$ cat src/rtl/srhop_pkg.sv
package srhop_pkg;

  localparam int DIR_W = 2;

  localparam logic [2:0] PORT_N     = 3'd0;
  localparam logic [2:0] PORT_E     = 3'd1;
  localparam logic [2:0] PORT_S     = 3'd2;
  localparam logic [2:0] PORT_W     = 3'd3;
  localparam logic [2:0] PORT_LOCAL = 3'd4;

  // number of routing flits for a route of the given length
  function automatic int route_flits(int hops, int per_flit);
    return (hops == 0) ? 1 : (hops + per_flit - 1) / per_flit;
  endfunction

  // entries carried by flit number idx of a route
  function automatic int flit_entries(int hops, int idx, int per_flit);
    int left;
    left = hops - idx * per_flit;
    if (left < 0) return 0;
    return (left > per_flit) ? per_flit : left;
  endfunction

  function automatic int sat_hops(int hops, int max_hops);
    return (hops > max_hops) ? max_hops : hops;
  endfunction

endpackage

$ cat src/rtl/srhop_route_table.sv
module srhop_route_table #(
  parameter int N_DEST   = 16,
  parameter int MAX_HOPS = 8,
  parameter int EW       = 4,
  localparam int DW      = $clog2(N_DEST),
  localparam int HCW     = $clog2(MAX_HOPS + 1),
  localparam int PATH_W  = MAX_HOPS * EW
) (
  input  logic              clk,
  input  logic              rst_n,
  input  logic              wr_en,
  input  logic [DW-1:0]     wr_addr,
  input  logic [HCW-1:0]    wr_hops,
  input  logic [PATH_W-1:0] wr_path,
  input  logic              lock_valid,
  input  logic [DW-1:0]     lock_addr,
  input  logic [DW-1:0]     rd_addr,
  output logic [HCW-1:0]    rd_hops,
  output logic [PATH_W-1:0] rd_path,
  output logic              lock_hit
);
  import srhop_pkg::*;

  logic [HCW-1:0]    hops_q [N_DEST];
  logic [PATH_W-1:0] path_q [N_DEST];
  logic [HCW-1:0]    hops_sat;

  assign hops_sat = HCW'(sat_hops(int'(wr_hops), MAX_HOPS));
  assign lock_hit = wr_en && lock_valid && (wr_addr == lock_addr);

  for (genvar g = 0; g < N_DEST; g++) begin : g_row
    logic row_we;
    assign row_we = wr_en && (wr_addr == DW'(g))
                    && !(lock_valid && (lock_addr == DW'(g)));
    always_ff @(posedge clk or negedge rst_n) begin
      if (!rst_n) begin
        hops_q[g] <= '0;
        path_q[g] <= '0;
      end else if (row_we) begin
        hops_q[g] <= hops_sat;
        path_q[g] <= wr_path;
      end
    end
  end

  assign rd_hops = hops_q[rd_addr];
  assign rd_path = path_q[rd_addr];

endmodule

$ cat src/rtl/srhop_injector.sv
module srhop_injector #(
  parameter int N_DEST   = 16,
  parameter int MAX_HOPS = 8,
  parameter int K        = 4,
  parameter int EW       = 4,
  localparam int DW       = $clog2(N_DEST),
  localparam int HCW      = $clog2(MAX_HOPS + 1),
  localparam int PATH_W   = MAX_HOPS * EW,
  localparam int CW       = $clog2(K + 1),
  localparam int FW       = 1 + CW + K * EW,
  localparam int MAX_FL   = (MAX_HOPS + K - 1) / K,
  localparam int IW       = (MAX_FL > 1) ? $clog2(MAX_FL) : 1,
  localparam int PAD_W    = MAX_FL * K * EW
) (
  input  logic              clk,
  input  logic              rst_n,
  input  logic              start,
  input  logic [DW-1:0]     dest,
  input  logic [HCW-1:0]    row_hops,
  input  logic [PATH_W-1:0] row_path,
  output logic              busy,
  output logic [DW-1:0]     cur_dest,
  output logic              flit_valid,
  output logic [FW-1:0]     flit
);
  import srhop_pkg::*;

  logic          busy_q;
  logic [IW-1:0] idx_q;
  logic [DW-1:0] dest_q;
  logic [PAD_W-1:0] pad_path;
  logic [K*EW-1:0]  slots;
  logic [CW-1:0]    cnt;
  logic             is_last;

  assign pad_path = PAD_W'(row_path);

  always_comb begin
    int base;
    int hops;
    base  = int'(idx_q) * K;
    hops  = int'(row_hops);
    slots = '0;
    for (int j = 0; j < K; j++) begin
      if (base + j < hops) slots[j*EW +: EW] = pad_path[(base + j)*EW +: EW];
    end
    cnt     = CW'(flit_entries(hops, int'(idx_q), K));
    is_last = (int'(idx_q) == route_flits(hops, K) - 1);
  end

  always_ff @(posedge clk or negedge rst_n) begin
    if (!rst_n) begin
      busy_q <= 1'b0;
      idx_q  <= '0;
      dest_q <= '0;
    end else if (!busy_q) begin
      if (start) begin
        busy_q <= 1'b1;
        idx_q  <= '0;
        dest_q <= dest;
      end
    end else if (is_last) begin
      busy_q <= 1'b0;
    end else begin
      idx_q <= idx_q + 1'b1;
    end
  end

  assign busy       = busy_q;
  assign cur_dest   = dest_q;
  assign flit_valid = busy_q;
  assign flit       = {is_last, cnt, slots};

endmodule

$ cat src/rtl/srhop_hop_decoder.sv
module srhop_hop_decoder #(
  parameter int K   = 4,
  parameter int VCW = 2,
  localparam int EW = srhop_pkg::DIR_W + VCW,
  localparam int CW = $clog2(K + 1),
  localparam int FW = 1 + CW + K * EW
) (
  input  logic           clk,
  input  logic           rst_n,
  input  logic           in_valid,
  input  logic [FW-1:0]  in_flit,
  output logic           out_valid,
  output logic [2:0]     out_port,
  output logic [VCW-1:0] out_vc,
  output logic           out_drop,
  output logic [FW-1:0]  out_flit
);
  import srhop_pkg::*;

  logic            f_last;
  logic [CW-1:0]   f_cnt;
  logic [K*EW-1:0] f_slots;
  logic            take_hop;
  logic [2:0]      port_d;
  logic [VCW-1:0]  vc_d;
  logic            drop_d;
  logic [FW-1:0]   flit_d;

  assign f_last   = in_flit[FW-1];
  assign f_cnt    = in_flit[K*EW +: CW];
  assign f_slots  = in_flit[K*EW-1:0];
  assign take_hop = (f_cnt != '0);

  always_comb begin
    if (take_hop) begin
      port_d = {1'b0, f_slots[DIR_W-1:0]};
      vc_d   = f_slots[EW-1:DIR_W];
      drop_d = (f_cnt == CW'(1)) && !f_last;
      flit_d = {f_last, f_cnt - CW'(1), f_slots >> EW};
    end else begin
      port_d = PORT_LOCAL;
      vc_d   = '0;
      drop_d = 1'b0;
      flit_d = in_flit;
    end
  end

  always_ff @(posedge clk or negedge rst_n) begin
    if (!rst_n) begin
      out_valid <= 1'b0;
      out_port  <= '0;
      out_vc    <= '0;
      out_drop  <= 1'b0;
      out_flit  <= '0;
    end else begin
      out_valid <= in_valid;
      if (in_valid) begin
        out_port <= port_d;
        out_vc   <= vc_d;
        out_drop <= drop_d;
        out_flit <= flit_d;
      end
    end
  end

endmodule

$ cat src/rtl/srhop_unit.sv
module srhop_unit #(
  parameter int N_DEST        = 16,
  parameter int VC_N          = 4,
  parameter int HOPS_PER_FLIT = 4,
  parameter int MAX_HOPS      = 8,
  localparam int DW     = $clog2(N_DEST),
  localparam int VCW    = $clog2(VC_N),
  localparam int EW     = srhop_pkg::DIR_W + VCW,
  localparam int HCW    = $clog2(MAX_HOPS + 1),
  localparam int PATH_W = MAX_HOPS * EW,
  localparam int CW     = $clog2(HOPS_PER_FLIT + 1),
  localparam int FW     = 1 + CW + HOPS_PER_FLIT * EW
) (
  input  logic              clk,
  input  logic              rst_n,
  input  logic              tbl_we,
  input  logic [DW-1:0]     tbl_waddr,
  input  logic [HCW-1:0]    tbl_whops,
  input  logic [PATH_W-1:0] tbl_wpath,
  input  logic              inj_start,
  input  logic [DW-1:0]     inj_dest,
  output logic              inj_busy,
  output logic              inj_valid,
  output logic [FW-1:0]     inj_flit,
  input  logic              in_valid,
  input  logic [FW-1:0]     in_flit,
  output logic              out_valid,
  output logic [2:0]        out_port,
  output logic [VCW-1:0]    out_vc,
  output logic              out_drop,
  output logic [FW-1:0]     out_flit
);

  // named internal events for the checker
  logic              lock_hit;
  logic [DW-1:0]     cur_dest;
  logic [HCW-1:0]    cur_hops;
  logic [PATH_W-1:0] cur_path;

  srhop_route_table #(
    .N_DEST(N_DEST), .MAX_HOPS(MAX_HOPS), .EW(EW)
  ) table_i (
    .clk(clk), .rst_n(rst_n),
    .wr_en(tbl_we), .wr_addr(tbl_waddr), .wr_hops(tbl_whops), .wr_path(tbl_wpath),
    .lock_valid(inj_busy), .lock_addr(cur_dest),
    .rd_addr(cur_dest), .rd_hops(cur_hops), .rd_path(cur_path),
    .lock_hit(lock_hit)
  );

  srhop_injector #(
    .N_DEST(N_DEST), .MAX_HOPS(MAX_HOPS), .K(HOPS_PER_FLIT), .EW(EW)
  ) inj_i (
    .clk(clk), .rst_n(rst_n),
    .start(inj_start), .dest(inj_dest),
    .row_hops(cur_hops), .row_path(cur_path),
    .busy(inj_busy), .cur_dest(cur_dest),
    .flit_valid(inj_valid), .flit(inj_flit)
  );

  srhop_hop_decoder #(
    .K(HOPS_PER_FLIT), .VCW(VCW)
  ) dec_i (
    .clk(clk), .rst_n(rst_n),
    .in_valid(in_valid), .in_flit(in_flit),
    .out_valid(out_valid), .out_port(out_port), .out_vc(out_vc),
    .out_drop(out_drop), .out_flit(out_flit)
  );

endmodule

$ cat config.mk
export PLATFORM = sky130hd
export DESIGN_NAME = srhop_unit
export DESIGN_NICKNAME = d
export VERILOG_FILES = /design/src/rtl/srhop_pkg.sv /design/src/rtl/srhop_route_table.sv /design/src/rtl/srhop_injector.sv /design/src/rtl/srhop_hop_decoder.sv /design/src/rtl/srhop_unit.sv
export SDC_FILE = /design/constraint.sdc
export NUM_CORES = 1
export LEC_CHECK = 0
export BUFFER_PORTS_ARGS = -buffer_cell sky130_fd_sc_hd__buf_2
export CAP_MARGIN = 30
export CELL_PAD_IN_SITES_DETAIL_PLACEMENT = 0
export CELL_PAD_IN_SITES_GLOBAL_PLACEMENT = 2
export CORE_MARGIN = 10
export CORE_UTILIZATION = 51
export CTS_BUF_LIST = sky130_fd_sc_hd__clkbuf_2
export DETAILED_ROUTE_END_ITERATION = 12
export PLACE_DENSITY_LB_ADDON = 0.1
export SYNTH_ARGS = -nofsm -noshare
export SYNTH_HDL_FRONTEND = slang
export SYNTH_HIERARCHICAL = 1
export SYNTH_SLANG_ARGS = --single-unit
export TNS_END_PERCENT = 5
$ cat constraint.sdc
create_clock -name clk -period 12 [get_ports clk]
set_input_delay 0 -clock clk [delete_from_list [all_inputs] [get_ports clk]]
set_output_delay 0 -clock clk [all_outputs]
set_load 0.1 [all_outputs]
Word level (Yosys, flattened, before mapping)
Cells that the tools add are included.
{"block": "totals", "regBits": 609, "in_bits": 69, "out_inout_bits": 49, "wordCells": 197}
{"block": "op_classes", "add_sub_neg": 10, "order_cmp": 8, "n_eq_ne": 33, "n_shift": 4, "mux": 25, "n_bitwise": 3, "reduce_logical": 74}
{"cell": "32-bit binary-select mux with 4-bit select", "n": 1}
{"cell": "32-bit by 5-bit less-than comparator with 1-bit output", "n": 3}
{"cell": "32-bit 2-to-1 mux", "n": 3}
{"cell": "32-bit by 32-bit indexed part select with 4-bit output", "n": 3}
{"cell": "4-bit equality test (second input constant)", "n": 16}
{"cell": "32-bit by 2-bit subtractor with 32-bit output (second input constant)", "n": 2}
{"cell": "1-bit logical AND", "n": 49}
{"cell": "32-bit by 1-bit adder with 32-bit output", "n": 1}
{"cell": "2-bit by 32-bit equality test with 1-bit output", "n": 1}
{"cell": "4-bit by 3-bit equality test with 1-bit output (second input constant)", "n": 8}
{"cell": "32-bit by 6-bit indexed part select with 4-bit output", "n": 1}
{"cell": "4-bit 2-to-1 mux", "n": 7}
{"cell": "19-bit 2-to-1 mux", "n": 1}
{"cell": "1-bit zero test", "n": 17}
{"cell": "4-bit binary-select mux with 4-bit select", "n": 1}
{"cell": "4-bit by 2-bit equality test with 1-bit output (second input constant)", "n": 4}
{"cell": "4-bit zero test", "n": 3}
{"cell": "3-bit 2-to-1 mux", "n": 3}
{"cell": "3-bit by 2-bit adder with 4-bit output (second input constant)", "n": 2}
{"cell": "4-bit by 1-bit equality test with 1-bit output (second input constant)", "n": 2}
{"cell": "1-bit 2-to-1 mux", "n": 8}
{"cell": "4-bit by 3-bit adder with 5-bit output (second input constant)", "n": 1}
{"cell": "5-bit greater-or-equal comparator (second input constant)", "n": 1}
{"cell": "5-bit by 4-bit greater-than comparator with 1-bit output (second input constant)", "n": 1}
{"cell": "17 further kinds", "n": 18}

Longest topological paths before layout
Gate-level depths: netlist of the first run.
{"block": "depth", "depth_word": 14, "ltp_mapped": 13, "depth_no_buf": 10}

By module
The synthesis of the first run kept the hierarchy.
{"module": "srhop_route_table", "instances": 1, "cells_each": 1592, "area_each_um2": 25928.6, "seq_area_each_um2": 14413.8}
{"module": "srhop_hop_decoder", "instances": 1, "cells_each": 121, "area_each_um2": 1370.1, "seq_area_each_um2": 675.6}
{"module": "srhop_injector", "instances": 1, "cells_each": 88, "area_each_um2": 723.2, "seq_area_each_um2": 150.1}

Worst setup path before layout of the first run
No wires, ideal clock.
{"block": "synth_timing", "path_kind": "register to output", "from": "register inj_i.dest_q[0], in the netlist inj_i/cur_dest[0]", "to": "output inj_flit[16]", "arrival_time_ps": 4562, "required_ps": 12000, "slack_ps": 7438, "path_stages_with_launch": 11, "n_path_buf": 3, "path_cell_list": "dfrtp_1 clkbuf_1 buf_1 buf_2 mux4_2 a22oi_1 nand2_1 inv_1 ha_1 nand2b_1 nor3b_1"}
{"block": "synth_between", "elab_chain_len": 8, "elab_cells_between_ends": 10, "cone_classes": "1 x add/sub; 2 x order compare; 6 x mux; 1 x bitwise"}
{"item": "start: declaration", "line_no": "srhop_injector.sv:30", "source": "logic [DW-1:0] dest_q;"}
{"item": "start signal: assignment", "line_no": "srhop_injector.sv:60", "source": "dest_q <= dest;"}
{"item": "4-bit inverter with 5-bit output (implied by the code) (*)", "line_no": "srhop_route_table.sv:46", "source": "assign rd_hops = hops_q[rd_addr];"}
{"item": "4-bit binary-select mux with 4-bit select (*)", "line_no": "srhop_route_table.sv:46"}
{"item": "4-bit 2-to-1 mux (implied by the code) (*) (2 in a row)", "line_no": "srhop_route_table.sv:46"}
{"item": "via cur_hops[2]", "line_no": "srhop_unit.sv:37", "source": "logic [HCW-1:0] cur_hops;"}
{"item": "4-bit by 3-bit subtractor with 5-bit output (*)", "line_no": "srhop_pkg.sv:19", "source": "left = hops - idx * per_flit;"}
{"item": "5-bit by 4-bit greater-than comparator with 1-bit output / 5-bit by 1-bit less-than comparator with 1-bit output (equally long branches)", "line_no": "srhop_pkg.sv:21, srhop_pkg.sv:20"}
{"item": "3-bit 2-to-1 mux / 1-bit 2-to-1 mux (equally long branches)", "line_no": "srhop_pkg.sv:21, srhop_pkg.sv:20"}
{"item": "3-bit 2-to-1 mux (*)", "line_no": "srhop_pkg.sv:21", "source": "return (left > per_flit) ? per_flit : left;"}
{"item": "end: declaration", "line_no": "srhop_unit.sv:24", "source": "output logic [FW-1:0] inj_flit,"}
The timed path passes the listed nets; every way through them passes the cells marked *. The select of a mux whose other input is x is not followed.

Worst setup path in the final report of the first run
{"block": "layout_timing", "from": "register inj_i.dest_q[0], in the netlist inj_i/cur_dest[0]", "to": "output inj_flit[5]"}
{"block": "layout_between", "elab_chain_len": 6, "elab_cells_between_ends": 10, "cone_classes": "1 x order compare; 1 x shift; 7 x mux; 1 x bitwise"}
{"item": "4-bit inverter with 5-bit output (implied by the code)", "line_no": "srhop_route_table.sv:47", "source": "assign rd_path = path_q[rd_addr];"}
{"item": "32-bit binary-select mux with 4-bit select", "line_no": "srhop_route_table.sv:47"}
{"item": "32-bit 2-to-1 mux (implied by the code) (2 in a row)", "line_no": "srhop_route_table.sv:47"}
{"item": "via cur_path[5]", "line_no": "srhop_unit.sv:38", "source": "logic [PATH_W-1:0] cur_path;"}
{"item": "32-bit by 32-bit indexed part select with 4-bit output", "line_no": "srhop_injector.sv:45", "source": "if (base + j < hops) slots[j*EW +: EW] = pad_path[(base + j)*EW +: EW];"}
{"item": "4-bit 2-to-1 mux", "line_no": "srhop_injector.sv:45"}
The timed path passes the listed nets, and every way through them passes these cells. The select of a mux whose other input is x is not followed.

==> flow_metrics.py, run 1 <==
metrics = {
    "outcome": {
        "status": "completed",
    },
    "detailed_routing": {
        "vias": 17300,
        "wl_um": 73400,
        "drc": 0,
        "dr.pass1.iters": 5,
        "drt_iter0_drc": 1089,
        "wl_per_cell_um": 24.8,
        "ant_nets": 0,
        "route.detailed.vias_per_inst": 5.84,
    },
    "die": {
        "io_pins": 118,
        "start_util_pct": 51.8,
        "die-area_um2": 64600,
        "core_um2": 54000,
        "rows": 85,
        "die_y_um": 254,
        "die_x_um": 254,
    },
    "layout": {
        "drive_gt1_share_pct": 50.2,
        "final_nets": 2220,
        "area_delta_synth_final_pct": 16.7,
        "fillers": 4309,
    },
    "global_route": {
        "grt_pass1_wl_um": 114000,
        "overflow": 0,
        "grt_max_degree": 162,
        "grt_pass1_vias": 19000,
        "grt_use_total_pct": 23.5,
        "antenna_found_initial": 3,
    },
    "synthesis": {
        "netlist_area_um2": 28000,
        "synth_warnings": 6,
        "synthesis.instances": 1793,
        "syn-num-nets": 1871,
        "avgSynthCellArea_um2": 15.6,
    },
    "cts": {
        "cts_sinks": 609,
        "cts_setup_buffers": 0,
        "htree_levels": 4,
        "cts_tree": "yes",
        "clk_latency_ns": 1.35,
        "cts.clk_slew.worst_paths_ns": 0.10,
        "clk_path_buf_depth": 3,
        "cts_buffers": 160,
        "cts-root-buf": "clkbuf_2",
    },
    "placed_design": {
        "dp_hpwl_um": 39200,
        "post-place-ws_ns": 7.41,
        "port_buffers": 117,
        "place_congestion": 0.736,
    },
    "critical_path": {
        "end_kind": "output port",
        "crit_family": "buffers and inverters",
        "worstPathCellList": "buf_4 -> buf_4 -> mux4_2 -> a22oi_1 -> nand2_1 -> mux2i_1 -> nor2_1 -> buf_2",
        "path_common_cell": "buf_4",
        "path_class": "flop to output port",
        "cp.buffers_inverters": 3,
        "arrival_ns": 5.55,
        "critPathMaxFanout": 42,
        "cp-start-kind": "flop",
        "critPathMaxStageDelay_ns": 0.90,
        "slowest_stage": "dfrtp_4",
        "cp.required_ns": 12.00,
    },
    "timing": {
        "hold_violations": 0,
        "fin_crit_sh_pct": 46.3,
        "fin_setup_tns_ns": 0,
        "max_freq_mhz": 180,
        "setup_ws_ns": 6.45,
        "clock_skew_ns": 0.0676,
        "max_slew.worst_pin.slew_ns": 1.00,
        "setup_viol": 0,
        "slew_violations": 0,
        "relSlewSlack_pct": 33.2,
        "rsz0062_at_grt": "false",
        "fin_crit_ns": 5.55,
    },
    "power": {
        "leakage_nw": 14.3,
        "ir_worst_vdd_v": 0.000254,
        "p_per_area_nw_per_um2": 237,
    },
    "worst_hold_path": {
        "hold_path_class": "primary input to flop",
    },
    "job": {
        "drv_cap": 0,
    },
}
layout make-up:
| cell class | instances | area [µm²] | area share, % |
|---|---|---|---|
| clock inverters | 31 | 254 | 0.778 |
| multi-input cells | 1006 | 12000 | 36.8 |
| repair buffers | 346 | 2930 | 8.96 |
| flip-flops and latches | 609 | 15200 | 46.7 |
| clock buffers | 246 | 1230 | 3.77 |
| inverters | 19 | 71.3 | 0.218 |
| well taps | 696 | 871 | 2.67 |
| diodes | 8 | 20.0 | 0.0613 |
tightest hold or removal path: stages:
cell and delay (ns):
dlygate4sd3_1 0.52, buf_2 0.10, dlygate4sd3_1 0.59, nand4b_1 0.12
o221ai_1 0.08
through the flow:
step | cells | area, µm² | util, % | power [mW] | hold slack [ns]
floorplan | 1793 | 28000 | - | 5.37 | -0.296
global route | 2958 | 32600 | 60.4 | 8.19 | 0.0463
finish | 2961 | 32600 | 60.4 | 7.74 | 0.162
detailed placement | 2483 | 29100 | 53.9 | 6.23 | 0.00925
global placement | 2481 | 29100 | 53.8 | 6.14 | 0.00872
CTS | 2950 | 32500 | 60.2 | 7.81 | 0.00962
cells in the final DEF (no fill, tap or decap), drive strengths merged, types with 2 or more instances in the layout:
cell	count
clkinv	21
nor3b	3
clkbuf	246
o21ai	2
bufinv	5
or3b	2
a22oi	72
mux4	144
o221ai	13
nand3	2
inv	23
o2bb2ai	8
nand4b	14
nor2	24
nor2b	10
and3b	2
diode	8
dfrtp	609
a2111oi	4
nand3b	3
a21o	2
buf	157
nand2	58
a211oi	9
nor4b	2
dlygate4sd3	189
ha	9
nand2b	7
a311oi	4
mux2i	16
mux2	583
power breakdown:
part	switching, mW	internal, mW	total, mW
Sequential	0.360	2.63	2.99
Clock	0.849	0.644	1.49
Combinational	1.85	1.40	3.25
Total	3.06	4.67	7.74
metal layers:
| metal | share of wire, % | track usage [%] | vias up |
|---|---|---|---|
| li1 | - | - | 7519 |
| met1 | 46 | 32.5 | 9262 |
| met2 | 48 | 37.2 | 398 |
| met3 | 4.4 | 4.48 | 99 |
| met4 | 1.5 | 7.32 | 2 |
| met5 | 0.018 | 0 | - |
registers in the layout, indices dropped and copies added, names as in the netlist:
signal,flops
table_i/path_q,512
dec_i/out_drop,1
dec_i/out_flit,20
inj_i/idx_q,1
dec_i/out_vc,2
inj_i/busy,1
dec_i/out_port,3
inj_i/cur_dest,4
table_i/hops_q,64
dec_i/out_valid,1
worst paths after layout:
check                                          startpoint                              end  slack, ns  cells after the start
min in group asynchronous                           rst_n   table_i/hops_q[23]$_DFFE_PN0P_       0.31                      5
setup / recovery            inj_i/cur_dest[0]$_DFFE_PN0P_                      inj_flit[5]       6.45                      8
hold / removal                                in_flit[10]   dec_i/out_flit[10]$_DFFE_PN0P_       0.16                      5
setup reg to reg            inj_i/cur_dest[0]$_DFFE_PN0P_  table_i/path_q[507]$_DFFE_PN0P_       7.07                      7
max in group asynchronous                           rst_n   table_i/path_q[23]$_DFFE_PN0P_       9.20                     10
hold reg to reg            table_i/hops_q[58]$_DFFE_PN0P_   table_i/hops_q[58]$_DFFE_PN0P_       0.49                      1
timing repair:
item | CTS | global route
endpoints found under the hold margin | 835 | 0
hold buffers | 190 | 0
gates resized for setup | 0 | 0
No activity file was read; power rests on OpenSTA's default activity.
==> inputs of run 2 (changes only) <==
--- a/config.mk
+++ b/config.mk
@@ -10,7 +10,7 @@
 export CELL_PAD_IN_SITES_DETAIL_PLACEMENT = 0
 export CELL_PAD_IN_SITES_GLOBAL_PLACEMENT = 2
 export CORE_MARGIN = 10
-export CORE_UTILIZATION = 51
+export CORE_UTILIZATION = 48
 export CTS_BUF_LIST = sky130_fd_sc_hd__clkbuf_2
 export DETAILED_ROUTE_END_ITERATION = 12
 export PLACE_DENSITY_LB_ADDON = 0.1
==> constraint.sdc (replaced) <==
create_clock -name clk -period 5.25 [get_ports clk]
set_input_delay 0 -clock clk [delete_from_list [all_inputs] [get_ports clk]]
set_output_delay 0 -clock clk [all_outputs]
set_load 0.1 [all_outputs]
==> run 2 against run 1 <==
  * Critical endpoint is now inj_flit[19]
  * First-iteration DRC count fell by 13%
  * Final cell count rose by 2.9%
  * Critical path type unchanged
  * Largest cell class unchanged
  * Utilization fell by 3.6 points
==> flow_metrics.py, run 2 (synthesized netlist as in run 1, its figures left out) <==
metrics = {
    "layout": {
        "top_regs": "table_i/path_q x512, table_i/hops_q x64, dec_i/out_flit x20",
        "multiInputGateArea_um2": 12000,
        "regArea_um2": 15200,
        "finalInstanceArea_um2": 32800,
        "mostFrequentLayoutCells": "dfrtp_1, mux2_2, clkbuf_2, dlygate4sd3_1, mux4_2",
        "final_nets": 2233,
        "top_register": "table_i/path_q",
        "area_delta_synth_final_pct": 17.3,
        "drive_gt1_share_pct": 50.6,
        "final_common_cell": "dfrtp_1",
        "fillers": 4793,
        "largest_reg_flops": 512,
    },
    "critical_path": {
        "end_kind": "output port",
        "critPathMaxStageDelay_ns": 0.92,
        "critPathMaxFanout": 44,
        "r2r_cells": 6,
        "cp-start-kind": "flop",
        "slowest_stage": "dfrtp_4",
        "cp.required_ns": 5.25,
        "r2r-start": "inj_i/cur_dest[1]$_DFFE_PN0P_",
        "arrival_ns": 4.72,
        "path_class": "flop to output port",
        "crit_path_start": "inj_i/cur_dest[1]$_DFFE_PN0P_",
        "worstPathCellList": "mux4_2 -> a22oi_1 -> nand2_1 -> or4b_1 -> nand2_1 -> ha_1 -> ha_1 -> nand3b_1 -> a21oi_1 -> buf_2",
    },
    "die": {
        "start_util_pct": 48.5,
        "rows": 88,
        "io_pins": 118,
        "die_x_um": 261,
        "die-area_um2": 68300,
        "core_um2": 57700,
        "die_y_um": 261,
    },
    "cts": {
        "cts_tree": "yes",
        "cts.clk_slew.worst_paths_ns": 0.13,
        "cts_sinks": 609,
        "htree_levels": 4,
        "cts_buffers": 164,
        "clk_latency_ns": 1.30,
        "clk_path_buf_depth": 3,
        "cts-root-buf": "clkbuf_2",
    },
    "global_route": {
        "grt_pass1_wl_um": 116000,
        "grt_pass1_vias": 19400,
        "grt_max_degree": 163,
        "grt_use_total_pct": 22.3,
        "antenna_found_initial": 4,
        "overflow": 0,
    },
    "detailed_routing": {
        "wl_per_cell_um": 24.2,
        "route.detailed.vias_per_inst": 5.69,
        "drc": 0,
        "vias": 17400,
        "ant_nets": 0,
        "dr.pass1.iters": 5,
        "wl_um": 73700,
        "drt_iter0_drc": 943,
    },
    "timing": {
        "relSlewSlack_pct": 32.6,
        "clock_skew_ns": 0.0530,
        "fin_setup_tns_ns": 0,
        "holdWs_ns": 0.168,
        "rsz0062_at_grt": "false",
        "hold_violations": 0,
        "fin_crit_sh_pct": 89.8,
        "setup_viol": 0,
        "max_slew.worst_pin.slew_ns": 1.01,
        "slew_violations": 0,
        "fin_crit_ns": 4.72,
        "max_freq_mhz": 212,
    },
    "power": {
        "p_per_area_nw_per_um2": 541,
        "ir_worst_vdd_v": 0.000950,
        "leakage_nw": 14.4,
    },
    "placed_design": {
        "dpl-instance-area_um2": 29300,
        "place_congestion": 0.756,
        "port_buffers": 117,
        "dp_hpwl_um": 41300,
    },
    "worst_hold_path": {
        "hold_path_class": "primary input to flop",
        "min_from": "tbl_waddr[1]",
        "min_path_cells": 5,
    },
    "outcome": {
        "status": "completed",
    },
    "job": {
        "drv_cap": 0,
    },
}
==> run 2: cell count changes in the layout (fill, tap and decap cells not counted), sizes merged <==
cell,delta
buf,+5
bufinv,-1
clkbuf,+14
clkinv,-4
diode,+1
dlygate4sd3,+4
inv,-1
==> run 2: timing repair <==
| item | CTS | global route |
|---|---|---|
| buffers inserted | 0 | 0 |
| hold endpoints to repair | 1218 | 0 |
| gates resized for setup | 0 | 0 |
| hold buffers | 195 | 0 |
==> run 2: stage by stage <==
stage               utilization (%)  std cells  power [mW]  setup WS, ns
floorplan                         -       1793        12.3         0.688
global placement               50.7       2555        14.1          1.73
detailed placement             50.8       2558        14.3          1.75
CTS                            56.8       3038        18.0         0.380
global route                   56.9       3046        18.9         0.129
finish                         56.9       3048        17.7         0.535
==> run 2: worst paths after layout <==
path	to	slack [ns]
min in group asynchronous	table_i/hops_q[51]$_DFFE_PN0P_	0.54
setup reg to reg	table_i/path_q[509]$_DFFE_PN0P_	1.29
max in group asynchronous	dec_i/out_flit[17]$_DFFE_PN0P_	3.68
hold reg to reg	table_i/path_q[508]$_DFFE_PN0P_	0.49
hold / removal	table_i/path_q[506]$_DFFE_PN0P_	0.17
setup / recovery	inj_flit[19]	0.53
==> run 2: worst max-delay path, delay by kind of cell, from the launching register on <==
family	cells	cell delay, ns
mux	1	0.40
simple gates	4	1.01
compound gates	2	0.35
buf+inv	1	0.44
fa+ha+maj	2	0.26
flops	1	0.92
==> run 2: report_power, final <==
part	internal [mW]	switching, mW	leakage, nW
combinational	3.19	4.30	5.71
clock	1.48	1.95	1.18
sequential	6.02	0.796	7.51
total	10.7	7.04	14.4
==> run 2: routing by layer <==
metal,track usage [%],up-vias,share of wire [%]
met1,29.8,9241,45
met3,6.11,125,5.8
met2,34.5,448,47
li1,-,7537,-
met5,0,-,0
met4,8.48,0,2.3
==> run 2: cell type report <==
cell class,instances,area share (%)
Sequential cell,609,46.5
Multi-Input combinational cell,1006,36.7
Timing Repair Buffer,355,9.07
Clock buffer,260,3.97
Tap cell,765,2.92
Clock inverter,25,0.625
Inverter,19,0.217
Antenna cell,9,0.0686
